`src/rtl/crport_pkg.sv`:
```
package crport_pkg;
  typedef enum logic [1:0] {
    ST_IDLE    = 2'd0,
    ST_SETUP   = 2'd1,
    ST_WAIT_HI = 2'd2,
    ST_WAIT_LO = 2'd3
  } cr_state_e;

  typedef enum logic [1:0] {
    PH_ADDR  = 2'd0,
    PH_DATA  = 2'd1,
    PH_WRITE = 2'd2
  } cr_phase_e;

  localparam int unsigned NUM_PHASES = 3;
  localparam logic EDGE_RISE = 1'b0;
  localparam logic EDGE_FALL = 1'b1;
endpackage

```
`src/rtl/crport_sync.sv`:
```
module crport_sync #(
  parameter int unsigned STAGES = 2
) (
  input  logic clk_i,
  input  logic rst_ni,
  input  logic d_i,
  output logic q_o
);
  logic [STAGES-1:0] sr_q;

  always_ff @(posedge clk_i or negedge rst_ni) begin
    if (!rst_ni) sr_q <= '0;
    else         sr_q <= {sr_q[STAGES-2:0], d_i};
  end

  assign q_o = sr_q[STAGES-1];
endmodule

```
`src/rtl/crport_wait_timer.sv`:
```
module crport_wait_timer #(
  parameter int unsigned LIMIT = 100
) (
  input  logic clk_i,
  input  logic rst_ni,
  input  logic clr_i,
  input  logic en_i,
  output logic expired_o
);
  localparam int unsigned CW = (LIMIT > 1) ? $clog2(LIMIT) : 1;
  localparam logic [CW-1:0] LAST = CW'(LIMIT - 1);

  logic [CW-1:0] cnt_q;

  always_ff @(posedge clk_i or negedge rst_ni) begin
    if (!rst_ni)                     cnt_q <= '0;
    else if (clr_i)                  cnt_q <= '0;
    else if (en_i && cnt_q != LAST)  cnt_q <= cnt_q + 1'b1;
  end

  // true in the LIMIT-th cycle of a wait
  assign expired_o = (cnt_q == LAST);
endmodule

```
`src/rtl/crport_wr_master.sv`:
```
module crport_wr_master
  import crport_pkg::*;
#(
  parameter int unsigned WORD_W      = 16,
  parameter int unsigned TIMEOUT_CYC = 100
) (
  input  logic              clk_i,
  input  logic              rst_ni,
  input  logic              req_i,
  input  logic [WORD_W-1:0] addr_i,
  input  logic [WORD_W-1:0] data_i,
  output logic              busy_o,
  output logic              done_o,
  output logic              err_o,
  output logic [2:0]        err_code_o,
  output logic [WORD_W-1:0] cr_din_o,
  output logic              cr_cap_addr_o,
  output logic              cr_cap_data_o,
  output logic              cr_write_o,
  input  logic              cr_ack_i
);
  cr_state_e         state_q, state_d;
  cr_phase_e         phase_q, phase_d;
  logic [WORD_W-1:0] addr_q, data_q;
  logic              done_q, err_q;
  logic [2:0]        code_q;
  logic              ack_s, expired;
  logic              finish, fail, fail_edge;
  logic [NUM_PHASES-1:0] cmd_vec;

  crport_sync #(.STAGES(2)) i_ack_sync (
    .clk_i  (clk_i),
    .rst_ni (rst_ni),
    .d_i    (cr_ack_i),
    .q_o    (ack_s)
  );

  crport_wait_timer #(.LIMIT(TIMEOUT_CYC)) i_timer (
    .clk_i     (clk_i),
    .rst_ni    (rst_ni),
    .clr_i     (state_q != state_d),
    .en_i      (state_q == ST_WAIT_HI || state_q == ST_WAIT_LO),
    .expired_o (expired)
  );

  always_comb begin
    state_d   = state_q;
    phase_d   = phase_q;
    finish    = 1'b0;
    fail      = 1'b0;
    fail_edge = EDGE_RISE;
    unique case (state_q)
      ST_IDLE: if (req_i) begin
        state_d = ST_SETUP;
        phase_d = PH_ADDR;
      end
      ST_SETUP: state_d = ST_WAIT_HI;
      ST_WAIT_HI: begin
        if (ack_s) state_d = ST_WAIT_LO;
        else if (expired) begin
          fail    = 1'b1;
          state_d = ST_IDLE;
        end
      end
      ST_WAIT_LO: begin
        if (!ack_s) begin
          if (phase_q == PH_WRITE) begin
            finish  = 1'b1;
            state_d = ST_IDLE;
          end else begin
            phase_d = cr_phase_e'(phase_q + 2'd1);
            state_d = ST_SETUP;
          end
        end else if (expired) begin
          fail      = 1'b1;
          fail_edge = EDGE_FALL;
          state_d   = ST_IDLE;
        end
      end
      default: state_d = ST_IDLE;
    endcase
  end

  always_ff @(posedge clk_i or negedge rst_ni) begin
    if (!rst_ni) begin
      state_q <= ST_IDLE;
      phase_q <= PH_ADDR;
      addr_q  <= '0;
      data_q  <= '0;
      done_q  <= 1'b0;
      err_q   <= 1'b0;
      code_q  <= '0;
    end else begin
      state_q <= state_d;
      phase_q <= phase_d;
      done_q  <= finish | fail;
      err_q   <= fail;
      if (state_q == ST_IDLE && req_i) begin
        addr_q <= addr_i;
        data_q <= data_i;
        code_q <= '0;
      end else if (fail) begin
        code_q <= {phase_q, fail_edge};
      end
    end
  end

  // one command line per phase, high only while waiting for the rising ack
  for (genvar g = 0; g < NUM_PHASES; g++) begin : g_cmd
    assign cmd_vec[g] = (state_q == ST_WAIT_HI) && (phase_q == 2'(g));
  end

  assign cr_cap_addr_o = cmd_vec[PH_ADDR];
  assign cr_cap_data_o = cmd_vec[PH_DATA];
  assign cr_write_o    = cmd_vec[PH_WRITE];
  assign busy_o        = (state_q != ST_IDLE);
  assign cr_din_o      = !busy_o ? '0 : (phase_q == PH_ADDR) ? addr_q : data_q;
  assign done_o        = done_q;
  assign err_o         = err_q;
  assign err_code_o    = code_q;
endmodule

```
`config.mk`:
```
export PLATFORM = sky130hd
export DESIGN_NAME = crport_wr_master
export DESIGN_NICKNAME = d
export VERILOG_FILES = /design/src/rtl/crport_pkg.sv /design/src/rtl/crport_sync.sv /design/src/rtl/crport_wait_timer.sv /design/src/rtl/crport_wr_master.sv
export SDC_FILE = /design/constraint.sdc
export NUM_CORES = 1
export LEC_CHECK = 0
export ABC_AREA = 1
export BUFFER_PORTS_ARGS = -buffer_cell sky130_fd_sc_hd__buf_2
export CAP_MARGIN = 40
export CORE_MARGIN = 5
export CORE_UTILIZATION = 52
export CTS_BUF_LIST = sky130_fd_sc_hd__clkbuf_4 sky130_fd_sc_hd__clkbuf_8 sky130_fd_sc_hd__clkbuf_16
export CTS_CLUSTER_DIAMETER = 200
export DETAILED_ROUTE_END_ITERATION = 8
export PLACE_DENSITY_LB_ADDON = 0.3
export SYNTH_ARGS = -nofsm -noshare
export SYNTH_HDL_FRONTEND = slang
export SYNTH_SLANG_ARGS = --single-unit
```
`constraint.sdc`:
```
create_clock -name clk_i -period 1.8 [get_ports clk_i]
set_input_delay 0.36 -clock clk_i [delete_from_list [all_inputs] [get_ports clk_i]]
set_output_delay 0.36 -clock clk_i [all_outputs]
set_load 0.005 [all_outputs]
```
==> summary by stage <==
Cells and area
The area growth from synthesis to layout is 27.6%. 0 antenna diodes ended up in the layout. At the end of the flow, the number of nets in the layout was slightly above 400. With fillers left out, the area of the finished cells amounts to roughly 3000 µm².

The post-route netlist has 29.0% of its cells at a drive strength greater than 1. The utilization of the core after routing is 68.4%. The non-filler instance count after layout is 424.

Critical path
The worst setup path is launched from a flip-flop. The largest incremental delay on the critical path is a little under 0.4 ns. The slowest stage of the critical path is the sky130_fd_sc_hd__dfrtp_1 cell. The largest fanout on the critical path is 9.

The most common cell type on the critical path is sky130_fd_sc_hd__inv_2. The signal on the critical path passes through inv_2, ha_4, inv_2, buf_6, nand2_1, a21oi_2, buf_2. The element type at the critical path end is an output pin. The setup path with the least slack is of type reg -> out. STA puts the critical path data required time at 1.44 ns. The arrival time at the worst endpoint is 1.46 ns.

GRT
The number of antenna violations at the first check in global routing is 0. The maximum number of pins on one net before global-route repair is 34. The number of global-route vias before repair was approximately 2000. The first global-routing pass estimated 8680 µm of wire. After global routing the overflow that remains totals 0. The global-route total usage across every layer is roughly 18%.

Floorplanning
The die area is 5970 µm². The die is 77.2 µm tall. Pin placement for this block handled 61 I/O pins. The total area inside the core boundary comes to 4380 µm². In this run the horizontal extent of the chip is around 77 µm. The number of rows in the core area is 24. The initial utilization of the core area, before any placement, comes to 53.6%.

STA
At the pin with the least slew margin, the transition time is 0.341 ns. The tightest slew margin relative to the limit is 77.3%. Between clock sinks in the finished design, the worst skew comes to around 0.0084 ns. The final cycle utilization of the critical path is 101%. The final hold violation count came to 0.

Setup repair after global routing could not meet its margin everywhere. The maximum achievable frequency is 0.549 GHz. Once routing completed, OpenROAD measured the worst setup slack at -0.0219 ns. The number of max-slew violations in the final report is 0. The final number of setup-violating endpoints is 6. After layout, the minimum clock period comes to 1.82 ns.

Routing
The average vias per placed instance is 4.98. Wires add up to 5280 µm. The post-detailed-route DRC marker count is 0. Before antenna repair, the detailed router went through 4 iterations. The violation count after the first detailed-routing iteration is 114. After detailed routing, the average wire length per cell comes to 12.5 µm. The detail route stage leaves a number of antenna-violating nets equal to 0.

Summing over every cut layer, the via total after detailed routing is 2110.

Clock tree
In this run the clock root is driven by a sky130_fd_sc_hd__clkbuf_8. The clock tree from TritonCTS is yes. The number of H-tree branching levels is 2.

Clock-pin slew was measured on the worst setup and hold paths at about 0.090 ns. The total number of clock tree sinks is 50. Clock latency on the worst-skew pair, taken at its later pin, is approximately 0.31 ns. The longest clock path from root to sink contains 2 buffers.

The number of buffers created by CTS is 5.

Synthesis
The number of nets produced by synthesis is 339. The fraction of synthesized area in multiplexers is 0%. The number of different library cells used by synthesis comes to 23. The per-instance average area after synthesis is 7.86 µm². After Yosys synthesis, full adders, half adders and majority gates account for ~2.1% of the synthesized area. After Yosys synthesis, and, or, nand and nor cells account for 31.0% of the synthesized area. The synthesis-stage register bit count is 50. The largest total area in the synthesized netlist belongs to sky130_fd_sc_hd__dfrtp_1. Yosys printed 0 warnings. The synthesized-area fraction occupied by xor and xnor cells is 2.24%.

Summing the areas of all compound-gate instances in the mapped netlist gives under 10% of the synthesized area. By area, the combinational part of the netlist is dominated by simple AND/OR/NAND/NOR gates. Synthesis handed over a netlist of 299 instances. Sequential cells were found to cover a little over half of the synthesized design area. The combined area of all synthesized cells is 2350 µm². Yosys attributes the largest share of cell area to sky130_fd_sc_hd__dfrtp_1, sky130_fd_sc_hd__nand2_1, sky130_fd_sc_hd__a21oi_1, sky130_fd_sc_hd__inv_1, sky130_fd_sc_hd__nor2_1.

The top cell type by area accounts for 53.2% of the synthesized area.

Pwr
The leakage power total is 1.68 nW. Power comes to just under 5 mW. VDD sags by at most 880 µV. For this design the ratio of total power to cell area is ~1600 nW/µm².

Placed design
The count of buffers from port buffering is 60. The placed instances occupy a cell area of 2750 µm². The congestion estimate from routability-driven global placement came to roughly 0.80. The half-perimeter wire length of the detailed placement result is around 3800 µm. Once placement completed, the tool counted placed cells totaling 411.

Min path
The path type of the worst min-delay path is in -> reg.

Flow run
Across the run, the number of max-cap violations was 0.

Status
The checks that failed: negative setup slack. The flow ran to the end, but the final reports show violations.
## per-layer routing
layer	vias to the layer above	share of wire (%)	wire length [µm]	GRT usage [%]
met5	-	0	0	0
met4	0	1.3	69	5.15
met3	8	5.7	299	5.04
met2	59	49	2580	29.8
met1	988	44	2330	22.6
li1	1055	-	-	-
## kinds of logic after synthesis
group | count (synthesis)
buffers and inverters | 32
flip-flops | 50
AO/OA/AOI/OAI | 24
AND/OR/NAND/NOR | 183
XOR/XNOR | 6
adder cells (fa/ha/maj) | 4
## power by group
part,leakage [nW],internal (mW),switching (mW),total (mW)
Combinational,0.975,0.928,1.19,2.12
Sequential,0.640,1.51,0.257,1.77
Clock,0.0683,0.556,0.371,0.927
## critical path: cells and delay by family, from the launching register on
family / cells / cell delay (ns)
buf+inv: 4 / 0.40
compound gates: 1 / 0.13
fa+ha+maj: 1 / 0.17
flops: 1 / 0.39
simple gates: 1 / 0.07
## synthesized netlist by cell type, drive strengths merged
library cell  number
clkbuf             6
ha                 4
nand4              2
nand3             10
o21ai              3
clkinv             1
inv               20
nand2            153
nor2              18
buf                5
o311ai             1
xor2               6
a21oi             20
dfrtp             50
## stage by stage
| stage | hold slack [ns] | setup TNS (ns) | setup WS [ns] |
|---|---|---|---|
| finish | 0.160 | -0.0391 | -0.0219 |
| global route | 0.144 | -1.36 | -0.103 |
| CTS | 0.154 | -0.00537 | -0.00428 |
| detailed placement | 0.291 | 0 | 0.188 |
| global placement | 0.287 | 0 | 0.217 |
| floorplan | 0.0644 | 0 | 0.0698 |
## sequential cells by signal (all words and copies together) (netlist names)
name             cells
done_o               1
phase_q              2
addr_q              16
state_q              2
data_q              16
i_timer.cnt_q        7
err_o                1
i_ack_sync.sr_q      2
err_code_o           3
## path summary, 6_finish.rpt
check,from,to,slack [ns],cells past startpoint
max,phase_q[0]$_DFFE_PN0P_,cr_din_o[3],-0.02,7
min,cr_ack_i,i_ack_sync.sr_q[0]$_DFF_PN0_,0.16,1
max reg2reg,i_timer.cnt_q[0]$_DFFE_PN0P_,i_timer.cnt_q[2]$_DFFE_PN0P_,0.18,8
min reg2reg,i_ack_sync.sr_q[0]$_DFF_PN0_,i_ack_sync.sr_q[1]$_DFF_PN0_,0.35,0
max in group asynchronous,rst_ni,data_q[14]$_DFFE_PN0P_,0.79,3
min in group asynchronous,rst_ni,phase_q[1]$_DFFE_PN0P_,0.48,2
## area by class of cell
type                       instances  area (µm²)
multi-input combinational        217        1010
tap                               52        65.1
clock inverter                     3        68.8
fill                             391        1390
timing repair buffer              76         450
clock buffer                       5        68.8
sequential                        50        1250
inverter                          21        78.8
## placed cells by master (no fill, tap or decap), drive strengths merged
| master | netlist | layout |
|---|---|---|
| dlygate4sd3 | 0 | 1 |
| nand4 | 2 | 2 |
| inv | 20 | 21 |
| dfrtp | 50 | 50 |
| clkbuf | 6 | 5 |
| nand3 | 10 | 10 |
| ha | 4 | 4 |
| xor2 | 6 | 6 |
| o21ai | 3 | 3 |
| o311ai | 1 | 1 |
| bufinv | 0 | 2 |
| buf | 5 | 75 |
| a21oi | 20 | 20 |
| clkinv | 1 | 1 |
| nor2 | 18 | 18 |
| nand2 | 153 | 153 |
## repair_timing
action	4_1_cts	5_1_grt
gates resized for setup	5	17
hold endpoints to repair	13	0
endpoints found under the setup margin	17	19
hold buffers	1	0
buffers inserted	3	1
Power figures use the tool's default switching activity.
